==> config.mk <==
export PLATFORM = sky130hd
export DESIGN_NAME = pci_in_xlat
export DESIGN_NICKNAME = d
export VERILOG_FILES = /design/src/rtl/pxlat_pkg.sv /design/src/rtl/pxlat_regs.sv /design/src/rtl/pxlat_decode.sv /design/src/rtl/pxlat_out.sv /design/src/rtl/pci_in_xlat.sv
export SDC_FILE = /design/constraint.sdc
export NUM_CORES = 1
export LEC_CHECK = 0
export BUFFER_PORTS_ARGS = -buffer_cell sky130_fd_sc_hd__buf_2
export CAP_MARGIN = 0
export CORE_MARGIN = 2
export CORE_UTILIZATION = 45
export CTS_BUF_LIST = sky130_fd_sc_hd__clkbuf_8
export DETAILED_ROUTE_END_ITERATION = 10
export PLACE_DENSITY_LB_ADDON = 0.15
export SYNTH_ARGS = -nofsm -noshare
export SYNTH_HDL_FRONTEND = slang
export SYNTH_SLANG_ARGS = --single-unit
==> constraint.sdc <==
create_clock -name clk_i -period 3.01 [get_ports clk_i]
set_clock_uncertainty 0.05 [all_clocks]
set_input_delay 0.1505 -clock clk_i [delete_from_list [all_inputs] [get_ports clk_i]]
set_output_delay 0.1505 -clock clk_i [all_outputs]
set_load 0.05 [all_outputs]
==> src/rtl/pxlat_pkg.sv <==
package pxlat_pkg;
  typedef enum logic [1:0] {
    DEC_BUS = 2'd0,
    DEC_CSR = 2'd1,
    DEC_ERR = 2'd2
  } dec_kind_e;
endpackage

==> src/rtl/pxlat_regs.sv <==
module pxlat_regs #(
  parameter int ADDR_W      = 32,
  parameter int NUM_MEM_WIN = 4,
  parameter int MEM_HI_W    = 8,
  parameter int IO_HI_W     = 24
) (
  input  logic                            clk_i,
  input  logic                            rst_ni,
  input  logic                            we_i,
  input  logic                            sel_i,
  input  logic [ADDR_W-1:0]               wdata_i,
  output logic [NUM_MEM_WIN*MEM_HI_W-1:0] mem_base_o,
  output logic [IO_HI_W-1:0]              io_base_o
);
  localparam int BASE_W = NUM_MEM_WIN * MEM_HI_W;

  always_ff @(posedge clk_i or negedge rst_ni) begin
    if (!rst_ni) begin
      mem_base_o <= '0;
      io_base_o  <= '0;
    end else if (we_i) begin
      if (sel_i) io_base_o  <= wdata_i[IO_HI_W-1:0];
      else       mem_base_o <= wdata_i[BASE_W-1:0];
    end
  end


  mem_load_chk: assert property (@(posedge clk_i) disable iff (!rst_ni)
    we_i && !sel_i |=> mem_base_o == $past(wdata_i[BASE_W-1:0]));


  io_load_chk: assert property (@(posedge clk_i) disable iff (!rst_ni)
    we_i && sel_i |=> io_base_o == $past(wdata_i[IO_HI_W-1:0]) && $stable(mem_base_o));
endmodule

==> src/rtl/pxlat_decode.sv <==
module pxlat_decode import pxlat_pkg::*; #(
  parameter int ADDR_W      = 32,
  parameter int IDX_W       = 3,
  parameter int NUM_MEM_WIN = 4,
  parameter int MEM_HI_W    = 8,
  parameter int IO_HI_W     = 24,
  parameter int CSR_WIN     = 4,
  parameter int IO_WIN      = 5
) (
  input  logic [IDX_W-1:0]                bar_i,
  input  logic [ADDR_W-1:0]               addr_i,
  input  logic                            is_io_i,
  input  logic [NUM_MEM_WIN*MEM_HI_W-1:0] mem_base_i,
  input  logic [IO_HI_W-1:0]              io_base_i,
  output dec_kind_e                       kind_o,
  output logic [ADDR_W-1:0]               xaddr_o
);
  localparam int MEM_LO_W = ADDR_W - MEM_HI_W;
  localparam int IO_LO_W  = ADDR_W - IO_HI_W;

  logic [MEM_HI_W-1:0]    win_hi [NUM_MEM_WIN];
  logic [NUM_MEM_WIN-1:0] win_hit;
  logic [MEM_HI_W-1:0]    sel_hi;
  logic                   io_hit, csr_hit, mem_hit;
  logic                   unused_hi;

  // window 0 owns the most significant byte
  for (genvar k = 0; k < NUM_MEM_WIN; k++) begin : g_win
    assign win_hi[k]  = mem_base_i[(NUM_MEM_WIN-1-k)*MEM_HI_W +: MEM_HI_W];
    assign win_hit[k] = (bar_i == IDX_W'(k));
  end

  always_comb begin
    sel_hi = '0;
    for (int k = 0; k < NUM_MEM_WIN; k++)
      if (win_hit[k]) sel_hi = sel_hi | win_hi[k];
  end

  assign mem_hit   = |win_hit;
  assign io_hit    = (bar_i == IDX_W'(IO_WIN));
  assign csr_hit   = (bar_i == IDX_W'(CSR_WIN));
  assign unused_hi = ^addr_i[ADDR_W-1:MEM_LO_W];

  always_comb begin
    if ((mem_hit && !is_io_i) || (io_hit && is_io_i)) kind_o = DEC_BUS;
    else if (csr_hit && !is_io_i)                     kind_o = DEC_CSR;
    else                                              kind_o = DEC_ERR;
  end

  assign xaddr_o = io_hit ? {io_base_i, addr_i[IO_LO_W-1:0]}
                          : {sel_hi, addr_i[MEM_LO_W-1:0]};
endmodule

==> src/rtl/pxlat_out.sv <==
module pxlat_out import pxlat_pkg::*; #(
  parameter int ADDR_W = 32,
  parameter int IDX_W  = 3,
  parameter int OFF_W  = 8
) (
  input  logic              clk_i,
  input  logic              rst_ni,
  input  logic              hit_i,
  input  dec_kind_e         kind_i,
  input  logic [ADDR_W-1:0] xaddr_i,
  input  logic              write_i,
  input  logic [IDX_W-1:0]  bar_i,
  input  logic [OFF_W-1:0]  off_i,
  input  logic              ack_i,
  output logic              req_o,
  output logic [ADDR_W-1:0] req_addr_o,
  output logic              req_write_o,
  output logic [IDX_W-1:0]  req_win_o,
  output logic              csr_sel_o,
  output logic [OFF_W-1:0]  csr_off_o,
  output logic              csr_write_o,
  output logic              dec_err_o,
  output logic              busy_o
);
  logic take;

  assign take   = hit_i && !req_o;
  assign busy_o = req_o;

  always_ff @(posedge clk_i or negedge rst_ni) begin
    if (!rst_ni) begin
      req_o       <= 1'b0;
      req_addr_o  <= '0;
      req_write_o <= 1'b0;
      req_win_o   <= '0;
      csr_sel_o   <= 1'b0;
      csr_off_o   <= '0;
      csr_write_o <= 1'b0;
      dec_err_o   <= 1'b0;
    end else begin
      csr_sel_o <= take && (kind_i == DEC_CSR);
      dec_err_o <= take && (kind_i == DEC_ERR);
      if (take && kind_i == DEC_CSR) begin
        csr_off_o   <= off_i;
        csr_write_o <= write_i;
      end
      if (req_o) begin
        if (ack_i) req_o <= 1'b0;
      end else if (take && kind_i == DEC_BUS) begin
        req_o       <= 1'b1;
        req_addr_o  <= xaddr_i;
        req_write_o <= write_i;
        req_win_o   <= bar_i;
      end
    end
  end


  req_hold_chk: assert property (@(posedge clk_i) disable iff (!rst_ni)
    req_o && !ack_i |=> req_o && $stable(req_addr_o) && $stable(req_write_o) && $stable(req_win_o));


  req_drop_chk: assert property (@(posedge clk_i) disable iff (!rst_ni)
    req_o && ack_i |=> !req_o);


  busy_ignore_chk: assert property (@(posedge clk_i) disable iff (!rst_ni)
    busy_o && hit_i |=> !csr_sel_o && !dec_err_o && !(req_o && !$past(req_o)));


  csr_no_req_chk: assert property (@(posedge clk_i) disable iff (!rst_ni)
    csr_sel_o |-> !req_o);


  err_no_req_chk: assert property (@(posedge clk_i) disable iff (!rst_ni)
    dec_err_o |-> !req_o && !csr_sel_o);


  one_event_chk: assert property (@(posedge clk_i) disable iff (!rst_ni)
    $onehot0({csr_sel_o, dec_err_o, req_o && !$past(req_o)}));


  no_spont_chk: assert property (@(posedge clk_i) disable iff (!rst_ni)
    !hit_i |=> !csr_sel_o && !dec_err_o);
endmodule

==> src/rtl/pci_in_xlat.sv <==
module pci_in_xlat import pxlat_pkg::*; #(
  parameter int ADDR_W      = 32,
  parameter int IDX_W       = 3,
  parameter int NUM_MEM_WIN = 4,
  parameter int MEM_HI_W    = 8,
  parameter int IO_HI_W     = 24,
  parameter int CSR_WIN     = 4,
  parameter int IO_WIN      = 5,
  parameter int OFF_W       = 8
) (
  input  logic              clk_i,
  input  logic              rst_ni,
  input  logic              cfg_we_i,
  input  logic              cfg_sel_i,
  input  logic [ADDR_W-1:0] cfg_wdata_i,
  input  logic              hit_i,
  input  logic [IDX_W-1:0]  bar_i,
  input  logic [ADDR_W-1:0] addr_i,
  input  logic              is_io_i,
  input  logic              write_i,
  input  logic              ack_i,
  output logic              req_o,
  output logic [ADDR_W-1:0] req_addr_o,
  output logic              req_write_o,
  output logic [IDX_W-1:0]  req_win_o,
  output logic              csr_sel_o,
  output logic [OFF_W-1:0]  csr_off_o,
  output logic              csr_write_o,
  output logic              dec_err_o,
  output logic              busy_o
);
  localparam int BASE_W = NUM_MEM_WIN * MEM_HI_W;

  logic [BASE_W-1:0]  mem_base;
  logic [IO_HI_W-1:0] io_base;
  dec_kind_e          kind;
  logic [ADDR_W-1:0]  xaddr;

  pxlat_regs #(
    .ADDR_W(ADDR_W), .NUM_MEM_WIN(NUM_MEM_WIN), .MEM_HI_W(MEM_HI_W), .IO_HI_W(IO_HI_W)
  ) u_regs (
    .clk_i(clk_i), .rst_ni(rst_ni), .we_i(cfg_we_i), .sel_i(cfg_sel_i),
    .wdata_i(cfg_wdata_i), .mem_base_o(mem_base), .io_base_o(io_base)
  );

  pxlat_decode #(
    .ADDR_W(ADDR_W), .IDX_W(IDX_W), .NUM_MEM_WIN(NUM_MEM_WIN), .MEM_HI_W(MEM_HI_W),
    .IO_HI_W(IO_HI_W), .CSR_WIN(CSR_WIN), .IO_WIN(IO_WIN)
  ) u_dec (
    .bar_i(bar_i), .addr_i(addr_i), .is_io_i(is_io_i), .mem_base_i(mem_base),
    .io_base_i(io_base), .kind_o(kind), .xaddr_o(xaddr)
  );

  pxlat_out #(.ADDR_W(ADDR_W), .IDX_W(IDX_W), .OFF_W(OFF_W)) u_out (
    .clk_i(clk_i), .rst_ni(rst_ni), .hit_i(hit_i), .kind_i(kind), .xaddr_i(xaddr),
    .write_i(write_i), .bar_i(bar_i), .off_i(addr_i[OFF_W-1:0]), .ack_i(ack_i),
    .req_o(req_o), .req_addr_o(req_addr_o), .req_write_o(req_write_o),
    .req_win_o(req_win_o), .csr_sel_o(csr_sel_o), .csr_off_o(csr_off_o),
    .csr_write_o(csr_write_o), .dec_err_o(dec_err_o), .busy_o(busy_o)
  );
endmodule

Word-level counts from Yosys, hierarchy flattened
Cells that the tools add are included.

storage, ports and cells
  flip-flop bits (word level) = 104
  output and inout port bits = 49
  word-level logic and storage cells = 48

cells by class
  bitwise logic cells = 5
  reduce and logical (&&, ||, !) cells = 16
  muxes and demuxes = 10
  equality and inequality tests = 7

operator list
  operator                                        count
  two-way mux 32 bit                              1
  two-way mux 8 bit                               4
  bitwise OR 8 bit                                3
  logical AND 1 bit                               7
  == test 3 x 2 -> 1 bit (second input constant)  2
  == test 3 bit (second input constant)           2
  AND reduction 2 bit                             3
  two-way mux 2 bit                               2
  OR reduction 4 bit                              1
  == test 3 x 1 -> 1 bit (second input constant)  1
  logical NOT 3 bit                               1
  two-way mux 1 bit                               3
  == test 2 x 1 -> 1 bit (second input constant)  1
  == test 2 bit (second input constant)           1
  logical NOT 1 bit                               2
  logical NOT 2 bit                               1
  NOT 1 bit                                       2
  logical OR 1 bit                                1

Logic depth before layout (Yosys ltp)
  word-level depth = 9
  gate-level depth with buffers = 6
  depth with buffers taken out = 4

Cells and area by module
A second synthesis with hierarchy kept.

second synthesis, totals
  cells, all modules = 292
  area, all modules = 4,848.4 um^2

by module, submodules not included
  module        area each (um^2)  seq. area each (um^2)  times used  cells an instance
  pxlat_regs    2,258.4           1,401.3                1           120
  pxlat_out     1,953.1           1,201.2                1           104
  pxlat_decode  636.9             0.0                    1           68

Least setup slack after synthesis
No wires, ideal clock.

  path kind = register to register
  from = register u_out.req_o, in the netlist u_out.busy_o
  to = register u_out.req_addr_o[0]
  path slack = 1.318 ns
  path buffers = 1
  stages on the path, launching flop included = 5
  clock period less this slack = 1.692 ns
  setup time = 0.128 ns
  arrival time = 1.515 ns
  path through = dfrtp_1 nor2b_1 o21ai_2 buf_2 mux2_1

between the ends
  cells in the longest elaborated chain, start to end = 4

ends and longest elaborated chain
  element                          RTL line         RTL
  start: declaration               pxlat_out.sv:15  output logic req_o,
  start signal: assignment         pxlat_out.sv:32  req_o <= 1'b0;
  start signal: assignment         pxlat_out.sv:48  if (ack_i) req_o <= 1'b0;
  start signal: assignment         pxlat_out.sv:50  req_o <= 1'b1;
  logical NOT 1 bit                pxlat_out.sv:27  assign take = hit_i && !req_o;
  logical AND 1 bit                pxlat_out.sv:27
  logical AND 1 bit                pxlat_out.sv:49  end else if (take && kind_i == DEC_BUS) begin
  AND reduction 2 bit (no line) *  -
  end signal: assignment           pxlat_out.sv:51  req_addr_o <= xaddr_i;
  end: declaration                 pxlat_out.sv:16  output logic [ADDR_W-1:0] req_addr_o,

Every way passes the cells marked *; elsewhere a longest branch is shown, timed or not.
A chain may end at the register's enable or synchronous reset.

Worst setup path after layout
  from = input port bar_i[1]
  to = register u_out.req_addr_o[10]

between the ends
  cells in the longest elaborated chain, start to end = 8

ends and longest elaborated chain
  element                                               RTL line            RTL
  start: declaration                                    pci_in_xlat.sv:17   input logic [IDX_W-1:0] bar_i,
  == test 3 x 1 -> 1 bit, or another cell as far along  pxlat_decode.sv:30  assign win_hit[k] = (bar_i == IDX_W'(k));
  OR reduction 4 bit                                    pxlat_decode.sv:39  assign mem_hit = |win_hit;
  logical AND 1 bit                                     pxlat_decode.sv:45  if ((mem_hit && !is_io_i) || (io_hit && is_io_i)) kind_o = DEC_BUS;
  logical OR 1 bit                                      pxlat_decode.sv:45
  two-way mux 2 bit                                     pxlat_decode.sv:45
  logical NOT 2 bit                                     pxlat_out.sv:49
  logical AND 1 bit                                     pxlat_out.sv:49
  AND reduction 2 bit (no line)                         -

Several ways; a longest one is shown, not always the timed one.

==> results.tsv <==
stage	metric	value	unit
finish	layout_common_cells	buf_2 (114), dfrtp_1 (104), mux2_2 (58), dlygate4sd3_1 (38), nand2_1 (33)	
finish	finalNonFillerCells	627	
drt	route.detailed.drc	0	
global_routing	grt.met1_usage	25.3	%
die	start_util	45.6	%
drt	ant_nets	0	
cts	cts_sinks	104	
worst_hold_path	hold_depth	2	
die	die_x	103	um
global_routing	grt_pass1_wl	14800	um
flow_run	maxCapViolCount	0	
cts	clkTransAtPathRegs	0.10	ns
finish	drive_gt1_share	40.1	%
yosys	synthCells	342	
setup_path	cp-start-kind	input port	
setup_path	reg2reg_from	u_out.busy_o	
timing	finalHoldViolCount	0	
placement	dp_cells	574	
setup_path	reg2reg_depth	3	
timing	rsz0062_at_grt	no	
power_and_ir_drop	cellLeakagePower	0.00281	uW
timing	tightestPinTransition	0.734	ns
finish	final_common_cell	buf_2	
drt	wl_per_cell	14.9	um
drt	viasPerCell	4.91	
yosys	syn_avg_cell_area	12.8	um2
drt	vias	3079	
timing	fmax	533	MHz
die	rows	36	
finish	area_growth	29.2	%
die	dieHeight	103	um
timing	finalSetupViolCount	0	
setup_path	path_depth	5	
die	io_pins	124	
global_routing	grt_pass1_vias	2969	
cts	cts_buffers	9	
global_routing	antenna_found_initial	0	
drt	drt_iter0_markers	111	
cts	cts_root_buf	clkbuf_8	
timing	maxSlewViolCount	0	
setup_path	crit_family	simple AND/OR/NAND/NOR gates	
placement	gp_congestion	0.745	
yosys	syn_nets	417	
global_routing	grt_overflow	0	
setup_path	required	3.19	ns
cts	cts_setup_buffers	0	
cts	cts_tree	done	
global_routing	use_met2	30.7	%
global_routing	grt_start_max_net_pins	55	
placement	port-buffer-count	115	
finish	n_antenna_cell	0	
setup_path	crit_chain	buf_2, nor2b_1, nand2_2, mux2i_1, o21ai_0	
yosys	ys_warn_count	0	
placement	dp_hpwl	6520	um
worst_hold_path	hold_end	u_regs.mem_base_o[10]	
power_and_ir_drop	ir_drop	0.305	mV
timing	whs	0.0161	ns
yosys	yosys_register_bits	104	
worst_hold_path	min_from	cfg_wdata_i[10]	
finish	finalNetCount	565	
yosys	netlist_area	4380	um2
setup_path	worstPathArrival	2.06	ns
timing	fin_ws	1.13	ns
setup_path	path_max_fanout	24	
drt	dr.pass1.iters	4	
setup_path	cp_num_buf_inv	1	
die	dieArea	10500	um2
setup_path	crit_type	input port to flip-flop	
power_and_ir_drop	power_density	689	nW/um2
setup_path	cpMaxStageDelayCell	nor2b_1	
global_routing	grtUsageMet3	2.51	%
timing	period_share	62.3	%
cts	clock_latency	0.36	ns
setup_path	crit_path_end_kind	flip-flop	
global_routing	grtUsageTotal	18.5	%
die	core	9590	um2
setup_path	slowest_delay	0.62	ns
cts	htree_levels	3	
setup_path	reg2reg_slack	1.38	ns
yosys	ys_seq_area_share	59.4	%
worst_hold_path	hp-class	input port to flip-flop	
timing	min_period	1.88	ns
placement	dp_slack	0.742	ns
cts	post_cts_resized	0	
cts	clk_path_buf_depth	2	
timing	tns	0	ns
setup_path	r2r_end	u_out.csr_off_o[6]	
drt	wl	9320	um
yosys	synth_cell_types	26	
outcome	status	complete, no violations	
global_routing	grt.busiest_layer	met2	
timing	relSlewSlack	50.9	%
through the flow:
stage          area [um2]  total power [uW]  util, %
6_report             5660              3900     59.0
5_1_grt              5660              4090     59.0
4_1_cts              5660              3940     59.0
3_5_place_dp         5070              2980     52.8
3_3_place_gp         5070              2960     52.8
2_1_floorplan        4380              2650        -
cells by family (layout without fill, tap and decap cells):
logic type,after synthesis,after routing,share of synthesized area (%)
and+or+nand+nor,54,54,5.37
buffers and inverters,32,184,3.40
AOI/OAI and AO/OA,59,59,8.57
DFF,104,104,59.4
muxes,93,93,23.2
cells in the mapped netlist:
cell / instances / area [um2]
inv_1: 10 / 37.5
buf_6: 1 / 11.3
nand2b_1: 1 / 6.26
mux2_1: 11 / 124
mux2i_1: 24 / 240
nand2_2: 1 / 6.26
nand3_2: 1 / 10.0
and3_1: 1 / 6.26
mux2_2: 58 / 653
o21ai_0: 25 / 125
or2_1: 1 / 6.26
o21ai_2: 1 / 8.76
nor2_1: 11 / 41.3
a21oi_1: 8 / 40.0
buf_1: 2 / 7.51
dfrtp_1: 104 / 2600
buf_2: 5 / 25.0
a21o_1: 8 / 60.1
buf_4: 4 / 30.0
o221a_2: 1 / 11.3
o32ai_1: 8 / 70.1
nand2_1: 33 / 124
clkbuf_1: 10 / 37.5
nor2b_1: 4 / 25.0
and4b_1: 1 / 10.0
o31ai_1: 8 / 60.1
timing repair:
| item | CTS | global route |
|---|---|---|
| hold buffers | 38 | 0 |
| endpoints found under the setup margin | 0 | 0 |
| endpoints found under the hold margin | 117 | 0 |
final cells by class:
type / count / area [um2]
multi-input cells: 206 / 1640
fillers: 830 / 3940
flip-flops and latches: 104 / 2600
clock buffers: 9 / 124
well taps: 133 / 166
repair buffers: 159 / 1000
inverters: 10 / 37.5
clock inverters: 6 / 86.3
worst max-delay path by stage:
stage	from	endpoint	slack [ns]
2_1_floorplan	u_out.busy_o	u_out.req_addr_o[0]	1.32
3_3_place_gp	bar_i[1]	u_out.req_addr_o[22]	0.81
3_5_place_dp	bar_i[1]	u_out.req_addr_o[11]	0.74
4_1_cts	bar_i[1]	u_out.req_addr_o[11]	1.14
5_1_grt	bar_i[1]	u_out.req_addr_o[10]	0.96
6_report	bar_i[1]	u_out.req_addr_o[10]	1.13
layer usage:
metal	part of all wire [%]	up-vias
li1	-	1485
met1	45	1511
met2	49	75
met3	4.3	8
met4	0.87	0
met5	0	-
flip-flops by register name, summed over array words and instances (netlist names):
signal / cells
u_regs.io_base_o: 24
u_out.csr_off_o: 8
u_out.csr_write_o: 1
u_out.req_write_o: 1
u_out.busy_o: 1
u_out.req_win_o: 3
u_out.req_addr_o: 32
u_regs.mem_base_o: 32
u_out.dec_err_o: 1
u_out.csr_sel_o: 1
power by group:
| group | switching (uW) | total (uW) | internal, uW |
|---|---|---|---|
| registers | 125 | 1780 | 1650 |
| logic | 827 | 1200 | 372 |
| clock network | 461 | 922 | 461 |
| total | 1410 | 3900 | 2490 |
No activity file was read; power rests on OpenSTA's default activity.
